--- config.mk ---
export PLATFORM = sky130hd
export DESIGN_NAME = acc_window_readout
export DESIGN_NICKNAME = d
export VERILOG_FILES = /design/src/rtl/acc_window_readout.sv
export SDC_FILE = /design/constraint.sdc
export NUM_CORES = 1
export LEC_CHECK = 0
export ABC_AREA = 0
export BUFFER_PORTS_ARGS = -buffer_cell sky130_fd_sc_hd__buf_2
export CAP_MARGIN = 20
export CORE_ASPECT_RATIO = 0.7
export CORE_MARGIN = 2
export CORE_UTILIZATION = 60
export DETAILED_ROUTE_END_ITERATION = 10
export PLACE_DENSITY_LB_ADDON = 0.3
export RECOVER_POWER = 100
export SLEW_MARGIN = 20
export SYNTH_ARGS = -nofsm -noshare
export SYNTH_HDL_FRONTEND = slang
export SYNTH_SLANG_ARGS = --single-unit
--- constraint.sdc ---
create_clock -name clk -period 7.75 [get_ports clk]
set_clock_uncertainty 0.1 [all_clocks]
set_input_delay 0.775 -clock clk [delete_from_list [all_inputs] [get_ports clk]]
set_output_delay 0.775 -clock clk [all_outputs]
set_load 0.02 [all_outputs]
--- src/rtl/acc_window_readout.sv ---
module acc_window_readout #(
  parameter int CNT_W  = 24,
  parameter int OUT_W  = 9,
  parameter int ADDR_W = 9,
  parameter int SEL_W  = 4
) (
  input  logic              clk,
  input  logic              rst_n,
  input  logic              start_n,
  input  logic [SEL_W-1:0]  sel,
  input  logic              sat_en,
  input  logic              eq_en,
  input  logic              to_table,
  output logic              acc_rd,
  output logic [ADDR_W-1:0] acc_addr,
  input  logic [CNT_W-1:0]  acc_rdata,
  output logic [OUT_W-1:0]  dout,
  output logic              dout_valid,
  output logic              tbl_we,
  output logic [ADDR_W-1:0] tbl_addr,
  output logic [OUT_W-1:0]  tbl_wdata,
  output logic              busy
);
  localparam int SEL_MAX = CNT_W - OUT_W;
  localparam logic [ADDR_W-1:0] LAST = '1;

  logic              start_q, busy_q, v1;
  logic [ADDR_W-1:0] addr_q, a1;
  logic [SEL_W-1:0]  sel_l, sel_c;
  logic              sat_l, eq_l, tt_l;
  logic [CNT_W-1:0]  sum_q, sum_nx, value, shifted;
  logic [CNT_W:0]    sum_wide;
  logic [OUT_W-1:0]  result;
  logic              trig;

  assign trig     = start_q & ~start_n & ~busy_q;
  assign sum_wide = {1'b0, sum_q} + {1'b0, acc_rdata};
  assign sum_nx   = sum_wide[CNT_W] ? '1 : sum_wide[CNT_W-1:0];
  assign value    = eq_l ? sum_nx : acc_rdata;

  always_comb begin
    sel_c = sel_l;
    if (int'(sel_l) > SEL_MAX) sel_c = SEL_W'(SEL_MAX);
  end

  assign shifted = value >> sel_c;
  assign result  = (sat_l && (shifted >> OUT_W) != '0) ? '1 : shifted[OUT_W-1:0];

  always_ff @(posedge clk or negedge rst_n) begin
    if (!rst_n) begin
      start_q <= 1'b1;
      busy_q  <= 1'b0;
      addr_q  <= '0;
      sel_l   <= '0;
      sat_l   <= 1'b0;
      eq_l    <= 1'b0;
      tt_l    <= 1'b0;
    end else begin
      start_q <= start_n;
      if (trig) begin
        busy_q <= 1'b1;
        addr_q <= '0;
        sel_l  <= sel;
        sat_l  <= sat_en;
        eq_l   <= eq_en;
        tt_l   <= to_table;
      end else if (busy_q) begin
        addr_q <= addr_q + 1'b1;
        if (addr_q == LAST) busy_q <= 1'b0;
      end
    end
  end

  always_ff @(posedge clk or negedge rst_n) begin
    if (!rst_n) begin
      v1         <= 1'b0;
      a1         <= '0;
      sum_q      <= '0;
      dout       <= '0;
      dout_valid <= 1'b0;
      tbl_we     <= 1'b0;
      tbl_addr   <= '0;
      tbl_wdata  <= '0;
    end else begin
      v1 <= busy_q;
      a1 <= addr_q;
      if (trig) sum_q <= '0;
      else if (v1 && eq_l) sum_q <= sum_nx;
      dout_valid <= v1 & ~tt_l;
      dout       <= (v1 & ~tt_l) ? result : '0;
      tbl_we     <= v1 & tt_l;
      tbl_addr   <= a1;
      tbl_wdata  <= result;
    end
  end

  assign acc_rd   = busy_q;
  assign acc_addr = addr_q;
  assign busy     = busy_q;
endmodule

==> results.cfg, run 1 <==
[sta]
slew_violations = 82
setup-violations-final = 0
fin_crit_sh = 0.7024
grt_setup_unrepaired = no
hold_viol = 0
tns_ns = 0
relSlewSlack = -1.864
worst_pin_slew_ns = 4.295
timing.final.ws_setup_ns = 2.306
max_clock_freq_mhz = 183.7
post-route-min-period_ns = 5.444

[floorplanning]
coreArea_um2 = 9609
start_util = 0.6126
die_h_um = 86.88
die_x_um = 122.4
dieArea_um2 = 10630
ios = 74
rows = 30

[cells_and_area]
stdcell_area_um2 = 6495
drive_gt1_frac = 0.1210
n_antenna_cell = 0
syn2layout_area_growth_pct = 10.33
post-route-util = 0.6759
layout.nets = 783
final_cells = 855
fill_cells = 818

[pwr]
power.net_switching_mw = 1.796
sw_frac_of_total = 0.5201
vdd_ir_drop_max_uv = 262.2
p_int_mw = 1.657
clkPwrFrac = 0.124
combinationalPowerShare = 0.663
p_per_area_nw_per_um2 = 531.7
p_leak_nw = 2.747
p_seq_frac = 0.213

[drt]
totalWireLength_um = 18630
drt_pre_antenna_iters = 6
via_count = 5877
drt-wirelength-per-cell_um = 21.79
ant_nets = 0
drt_iter0_drc = 687
drc = 0
vias_per_cell = 6.874

[setup_path]
worstPathRequired_ns = 7.79
cp_max_fo = 18
crit_arrival_ns = 5.49
startpoint_type = primary input
crit_path_end_kind = flip-flop
crit_start = acc_rdata[0]
criticalPathCategory = in2reg
reg2reg_from = sum_q[0]$_DFFE_PN0P_
r2r_setup_slack_ns = 2.47

[grt]
globalRouteTotalUtil = 0.3574
overflow = 0
grt_pass1_wl_um = 28930
antenna_found_initial = 0
grt_max_degree = 82
grt_pass1_vias = 5475

[clocking]
cts_tree = built
clkSinkCount = 81
clkTransAtPathRegs_ns = 0.06
cts_htree_levels = 3
cts_buffers = 9
cts-resized-gates = 0
clock_latency_ns = 0.34
hold_buffers = 0
root_buffer = clkbuf_16
clk_path_buf_depth = 2
postCtsSetupBuffers = 0

[synthesis]
synth_area_leaders = dfrtp_1, ha_1, o21ai_0
synth_area_um2 = 5887
ys_types = 82
yosysWarnings = 0
yosysTopAreaCell = dfrtp_1
synthCells = 673
synth-edff-count = 0
ys_seq_area_frac = 0.3445
syn_nets = 734
synth.top_cell.area_share = 0.3401
postSynthAreaPerCell_um2 = 8.747
synthArstFlopShare = 1.000
ys_ff_latch = 81
synth_flop_cell = dfrtp_1

[placement]
place_ws_ns = 2.913
portBuffers = 73
hpwl_um = 13850
placedCellCount = 839
gp_congestion = 0.9869
dpl_cell_area_um2 = 6275

[status]
outcome = finished, violations left
violations = capacitance limit, slew limit

[run]
maxCapViolCount = 1

[hold_path]
min_path_type = reg2reg
worst_hold_startpoint = a1[0]$_DFF_PN0_
==> per-layer routing <==
layer  vias up  track usage  share of wire
li1       2647            -              -
met5         -            0              0
met2       373       0.5207           0.42
met1      2804       0.5114           0.43
met4         0      0.09822          0.024
met3        53       0.1171           0.13
==> cells by family after synthesis <==
kind of cell	share of synthesized area
compound gates	0.2952
fa+ha+maj	0.05866
xor+xnor	0.02083
simple gates	0.1717
mux	0.06992
buf+inv	0.03911
flops	0.3445
==> metrics by stage <==
stage,power (mW),hold WS [ns]
CTS,3.405,0.2526
global placement,2.910,0.2332
global route,3.672,0.2597
floorplan,2.364,0.2312
detailed placement,2.961,0.2357
finish,3.454,0.2495
==> critical path: stages <==
cell and delay [ns]:
clkbuf_1 0.10, ha_1 0.25, fa_1 0.44, nand3_1 0.16, a21oi_1 0.12, o211ai_1 0.46, a21o_1 0.43, nand2_1 0.23
o41ai_1 0.92, o221a_2 0.33, o21ai_0 0.09, o21bai_1 0.94, a31oi_1 0.21
==> cell usage after synthesis (3+ instances only) <==
cell type,instances
nor3_1,8
or3_1,7
nand3_1,18
o31ai_1,7
and3_1,4
buf_1,3
nand4_1,8
nor2b_1,4
nand2b_1,8
xnor2_1,9
mux2_2,9
nand2_1,81
or2_2,3
a21oi_2,5
a211o_1,3
o221ai_1,5
a21o_1,13
mux4_2,8
inv_1,13
o32ai_1,3
o21ai_0,61
a211oi_1,14
ha_1,26
o211ai_1,12
a21oi_1,52
clkbuf_1,27
buf_2,7
a31oi_1,11
o21ai_1,4
nor2_1,54
o22ai_1,7
mux2i_1,13
and2_1,9
o21a_1,6
a32oi_1,3
o32a_1,7
a2111oi_0,3
nor4_1,3
dfrtp_1,80
xor2_1,5
==> power groups by stage <==
| stage | clock [mW] | sequential, mW | combinational (mW) |
|---|---|---|---|
| after global placement | 0 | 0.723 | 2.19 |
| after global routing | 0.453 | 0.754 | 2.47 |
| after detailed placement | 0 | 0.736 | 2.22 |
| after floorplan | 0 | 0.768 | 1.60 |
| after CTS | 0.434 | 0.730 | 2.24 |
| final | 0.430 | 0.734 | 2.29 |
==> final timing paths <==
| kind | end | depth (start not counted) |
|---|---|---|
| worst min register to register | tbl_addr[0]$_DFF_PN0_ | 0 |
| max in group asynchronous | acc_addr[8]$_DFFE_PN0P_ | 1 |
| worst min-delay path | tbl_addr[0]$_DFF_PN0_ | 0 |
| min in group asynchronous | sum_q[8]$_DFFE_PN0P_ | 1 |
| worst max register to register | dout[6]$_DFF_PN0_ | 12 |
| worst max-delay path | dout[6]$_DFF_PN0_ | 13 |
==> cell type report <==
cell class | instances | area (µm²) | share of cell area
sequential | 81 | 2028 | 0.3123
clock buffer | 10 | 229.0 | 0.03525
inverter | 14 | 52.55 | 0.008091
clock inverter | 6 | 66.31 | 0.01021
multi-input combinational | 538 | 3612 | 0.5562
tap | 128 | 160.2 | 0.02466
timing repair buffer | 78 | 346.6 | 0.05336
==> cells in the final DEF, fill, tap and decap left out, types with 8 or more instances in the layout <==
master	instances
clkbuf_1	44
xnor2_1	9
o21ai_0	61
nor3_1	8
mux4_2	8
o211ai_1	13
ha_1	26
nand2_1	81
a21o_1	13
mux2_2	9
nor2_1	54
inv_1	13
clkbuf_16	9
a211oi_1	14
nand2b_1	8
a21oi_1	52
mux2i_1	13
dfrtp_1	80
nand4_1	8
nand3_1	18
a31oi_1	11
buf_2	31
==> flip-flops by register name, summed over array words and instances, names as in the netlist, 4 cells and up <==
name,cells
acc_addr,9
sel_c,4
dout,9
sum_q,24
tbl_wdata,9
tbl_addr,9
a1,9
No activity file was read; power rests on OpenSTA's default activity.
==> inputs of run 2 (changes only) <==
--- a/config.mk
+++ b/config.mk
@@ -10,7 +10,7 @@
 export CAP_MARGIN = 20
 export CORE_ASPECT_RATIO = 0.7
 export CORE_MARGIN = 2
-export CORE_UTILIZATION = 60
+export CORE_UTILIZATION = 59
 export DETAILED_ROUTE_END_ITERATION = 10
 export PLACE_DENSITY_LB_ADDON = 0.3
 export RECOVER_POWER = 100
==> constraint.sdc (replaced) <==
create_clock -name clk -period 5.07 [get_ports clk]
set_clock_uncertainty 0.1 [all_clocks]
set_input_delay 0.507 -clock clk [delete_from_list [all_inputs] [get_ports clk]]
set_output_delay 0.507 -clock clk [all_outputs]
set_load 0.02 [all_outputs]
==> run 2 against run 1 <==
The run still ends with capacitance limit, slew limit left. Final cell count is 0.70% higher. Combinational power is 54% higher. Global-route usage decreased by 0.70 points.
==> results.cfg, run 2 (synthesized netlist as in run 1, its figures left out) <==
[drt]
drc = 0
drt_pre_antenna_iters = 8
via_count = 5938
totalWireLength_um = 18450
drt_iter0_drc = 913
ant_nets = 0
vias_per_cell = 6.897
drt-wirelength-per-cell_um = 21.43

[cells_and_area]
stdcell_area_um2 = 6585
final_common_cell = nand2_1
layout.nets = 789
syn2layout_area_growth_pct = 11.86
fill_cells = 789
largest_register_ffs = 24
final_cells = 861
n_antenna_cell = 0
final_cell_mix = nand2_1, dfrtp_1, o21ai_0
drive_gt1_frac = 0.1323
top_register = sum_q

[floorplanning]
die_x_um = 123.4
start_util = 0.6079
ios = 74
coreArea_um2 = 9684
dieArea_um2 = 10810
rows = 30
die_h_um = 87.58

[grt]
overflow = 0
grt_pass1_vias = 5379
grt_max_degree = 66
antenna_found_initial = 0
globalRouteTotalUtil = 0.3504
grt_pass1_wl_um = 28950

[pwr]
p_per_area_nw_per_um2 = 814.7
p_seq_frac = 0.210
sw_frac_of_total = 0.5150
vdd_ir_drop_max_uv = 421.9
clkPwrFrac = 0.134
power.net_switching_mw = 2.763
p_leak_nw = 2.793
combinationalPowerShare = 0.657
p_int_mw = 2.602

[sta]
tns_ns = 0
post-route-min-period_ns = 4.728
setup-violations-final = 0
relSlewSlack = -0.01565
grt_setup_unrepaired = no
worst_pin_slew_ns = 1.523
hold_viol = 0
fin_crit_sh = 0.9326
slew_violations = 66
max_clock_freq_mhz = 211.5

[placement]
dpl_cell_area_um2 = 6312
placedCellCount = 844
portBuffers = 73
gp_congestion = 1.112
hpwl_um = 13870

[setup_path]
crit_arrival_ns = 4.80
worstPathRequired_ns = 5.14
rr_worst_depth = 11
reg2reg_from = sum_q[6]$_DFFE_PN0P_
startpoint_type = flip-flop
crit_start = sum_q[6]$_DFFE_PN0P_
r2r_end = dout[0]$_DFF_PN0_
cp-endpoint = dout[0]$_DFF_PN0_
r2r_setup_slack_ns = 0.34
cp_max_fo = 18
criticalPathCategory = reg2reg
crit_path_end_kind = flip-flop

[clocking]
postCtsSetupBuffers = 0
root_buffer = clkbuf_16
clock_latency_ns = 0.34
cts_htree_levels = 3
cts_tree = built
cts-resized-gates = 0
clk_path_buf_depth = 2
cts_buffers = 9
clkSinkCount = 81
hold_buffers = 1
clkTransAtPathRegs_ns = 0.07

[run]
maxCapViolCount = 1

[hold_path]
worst_hold_startpoint = start_n
min_path_type = in2reg

[status]
outcome = finished, violations left
violations = capacitance limit, slew limit
==> run 2: critical path: stages (launching register included) <==
cell	delay (ns)
dfrtp_1	0.39
ha_1	0.40
nand2_1	0.11
o21a_1	0.21
o31ai_1	0.69
o21ai_0	0.36
a211oi_1	0.50
o221ai_1	0.25
a2111oi_0	0.59
a31oi_1	0.17
o21bai_2	0.59
a31oi_1	0.21
==> run 2: worst min path at each step <==
stage / endpoint / depth (start not counted)
after floorplan: a1[0]$_DFF_PN0_ / 0
after global placement: tbl_addr[0]$_DFF_PN0_ / 0
after detailed placement: tbl_addr[7]$_DFF_PN0_ / 0
after CTS: start_q$_DFF_PN1_ / 1
after global routing: start_q$_DFF_PN1_ / 1
final: start_q$_DFF_PN1_ / 1
==> run 2: routing by layer <==
| metal | track usage | up-vias | share of wire |
|---|---|---|---|
| li1 | - | 2649 | - |
| met1 | 0.5258 | 2860 | 0.44 |
| met2 | 0.5140 | 390 | 0.42 |
| met3 | 0.08333 | 39 | 0.12 |
| met4 | 0.08161 | 0 | 0.019 |
| met5 | 0 | - | 0 |
==> run 2: power groups by stage <==
stage | Clock [mW] | Combinational [mW] | Sequential, mW
finish | 0.716 | 3.52 | 1.12
global route | 0.751 | 3.79 | 1.15
CTS | 0.723 | 3.45 | 1.11
detailed placement | 0 | 3.41 | 1.12
global placement | 0 | 3.34 | 1.11
floorplan | 0 | 2.44 | 1.17
==> run 2: final cells by class <==
cell class | instances | area (µm²) | share of cell area
clock buffers | 9 | 225.2 | 0.03420
repair buffers | 84 | 392.9 | 0.05966
inverters | 14 | 52.55 | 0.007980
well taps | 128 | 160.2 | 0.02432
clock inverters | 7 | 101.3 | 0.01539
flip-flops and latches | 81 | 2028 | 0.3080
multi-input cells | 538 | 3625 | 0.5504
==> run 2: stage by stage <==
stage	worst slack, ns	hold slack (ns)	utilization	total power, mW
final	0.3419	0.1751	0.6800	5.365
after detailed placement	0.4379	0.2364	0.6518	4.534
after global routing	0.2637	0.1693	0.6800	5.692
after global placement	0.5248	0.2326	0.6510	4.445
after CTS	0.6137	0.1692	0.6866	5.287
after floorplan	1.239	0.1114	-	3.614
==> inputs of run 3 (changes only) <==
--- a/config.mk
+++ b/config.mk
@@ -10,7 +10,7 @@
 export CAP_MARGIN = 20
 export CORE_ASPECT_RATIO = 0.7
 export CORE_MARGIN = 2
-export CORE_UTILIZATION = 59
+export CORE_UTILIZATION = 40
 export DETAILED_ROUTE_END_ITERATION = 10
 export PLACE_DENSITY_LB_ADDON = 0.3
 export RECOVER_POWER = 100
==> run 3 against run 2 <==
The flow still finishes with violations (capacitance limit, slew limit). Non-clock buffer count up 1. Global-route usage decreased by 11 points. Clock power shrank 8.1%. Critical endpoint is now dout[3]$_DFF_PN0_. Largest cell class unchanged.
==> results.cfg, run 3 (synthesized netlist as in run 1, its figures left out) <==
[status]
outcome = finished, violations left
violations = capacitance limit, slew limit

[clocking]
root_buffer = clkbuf_16
clk_path_buf_depth = 2
clkSinkCount = 81
cts_htree_levels = 3
clkTransAtPathRegs_ns = 0.07
cts-resized-gates = 0
clock_latency_ns = 0.35
postCtsSetupBuffers = 0
cts_tree = built
cts_buffers = 9

[grt]
globalRouteTotalUtil = 0.2372
overflow = 0
grt_pass1_wl_um = 29310
grt_pass1_vias = 5284
grt_max_degree = 60
antenna_found_initial = 0

[sta]
timing.final.ws_setup_ns = 0.5742
hold_viol = 0
max_clock_freq_mhz = 222.4
worst_pin_slew_ns = 1.546
slew_violations = 24
tns_ns = 0
post-route-min-period_ns = 4.496
grt_setup_unrepaired = no
hold_slack_ns = 0.1514
fin_crit_sh = 0.8867
setup-violations-final = 0
relSlewSlack = -0.03089

[pwr]
p_seq_frac = 0.214
vdd_ir_drop_max_uv = 299.1
p_leak_nw = 2.776
clkPwrFrac = 0.126
p_int_mw = 2.515
sw_frac_of_total = 0.5177
combinationalPowerShare = 0.660
power.net_switching_mw = 2.700
p_per_area_nw_per_um2 = 785.5

[cells_and_area]
syn2layout_area_growth_pct = 12.77
n_antenna_cell = 0
post-route-util = 0.4567
top_register = sum_q
final_common_cell = nand2_1
stdcell_area_um2 = 6639
fill_cells = 1499
final_cell_mix = nand2_1, dfrtp_1, o21ai_0
largest_register_ffs = 24
drive_gt1_frac = 0.1308
layout.nets = 790

[setup_path]
cp_max_fo = 14
crit_arrival_ns = 4.65
slowest_delay_ns = 0.87
reg2reg_from = sum_q[14]$_DFFE_PN0P_
cpMaxStageDelayCell = a21oi_1
critPathMostFrequentCell = a21oi_1
crit_path_cell_trace = ha_1, and4_1, and3_1, o211ai_1, a21oi_1, nor2_1, a21oi_1, o22ai_1, mux4_2, nor4b_1, a21oi_1
crit_buf_inv = 0
crit_start = sum_q[14]$_DFFE_PN0P_
criticalPathCategory = reg2reg
worstPathRequired_ns = 5.23
path_delay_family = compound AO/OA/AOI/OAI gates
startpoint_type = flip-flop
crit_path_end_kind = flip-flop

[placement]
dpl_cell_area_um2 = 6404
gp_congestion = 1.005
hpwl_um = 14030
portBuffers = 73
place_ws_ns = 0.5349

[floorplanning]
die_x_um = 149
start_util = 0.4050
rows = 37
ios = 74
die_h_um = 105.5
dieArea_um2 = 15720
coreArea_um2 = 14540

[run]
maxCapViolCount = 1

[drt]
dr_wl_met2_um = 7408
ant_nets = 0
drt_iter0_drc = 532
drt_pre_antenna_iters = 5
drc = 0
routed.top_layer = met4
drt-met1-wl_um = 9171
totalWireLength_um = 18330
vias_per_cell = 6.115
wl_met3_um = 1559
via_count = 5681
drt-wirelength-per-cell_um = 19.73

[hold_path]
min_path_type = in2reg
worst_hold_startpoint = start_n
run 3: cell type report:
class / count / area, µm² / share of cell area
Clock inverter: 7 / 70.07 / 0.01055
Timing Repair Buffer: 85 / 395.4 / 0.05956
Inverter: 14 / 52.55 / 0.007916
Tap cell: 195 / 244.0 / 0.03675
Clock buffer: 9 / 225.2 / 0.03392
Sequential cell: 81 / 2028 / 0.3055
Multi-Input combinational cell: 538 / 3623 / 0.5458
run 3: path summary, 6_finish.rpt:
| path | slack (ns) | to | depth (start not counted) |
|---|---|---|---|
| hold / removal | 0.15 | start_q$_DFF_PN1_ | 1 |
| hold reg to reg | 0.25 | tbl_addr[2]$_DFF_PN0_ | 0 |
| min in group asynchronous | 0.98 | sum_q[23]$_DFFE_PN0P_ | 2 |
| max in group asynchronous | 1.79 | dout[0]$_DFF_PN0_ | 3 |
| setup / recovery | 0.57 | dout[3]$_DFF_PN0_ | 11 |
| setup reg to reg | 0.57 | dout[3]$_DFF_PN0_ | 11 |
run 3: through the flow:
stage	std cells	total power [mW]
floorplan	673	3.614
global route	929	5.615
finish	929	5.215
global placement	912	4.490
CTS	929	5.195
detailed placement	912	4.509
run 3: timing repair:
action,4_1_cts,5_1_grt
setup endpoints to repair,0,0
hold buffers,1,0
hold endpoints to repair,22,0
run 3: metal layers:
metal | up-vias | GRT usage
li1 | 2656 | -
met1 | 2765 | 0.3759
met2 | 242 | 0.3213
met3 | 18 | 0.05758
met4 | 0 | 0.04898
met5 | - | 0
run 3: power by group through the flow:
stage               Clock (mW)  Sequential, mW  Combinational, mW
floorplan                    0            1.17               2.44
global placement             0            1.11               3.37
detailed placement           0            1.12               3.38
CTS                      0.678            1.11               3.40
global route             0.701            1.16               3.76
finish                   0.658            1.12               3.44
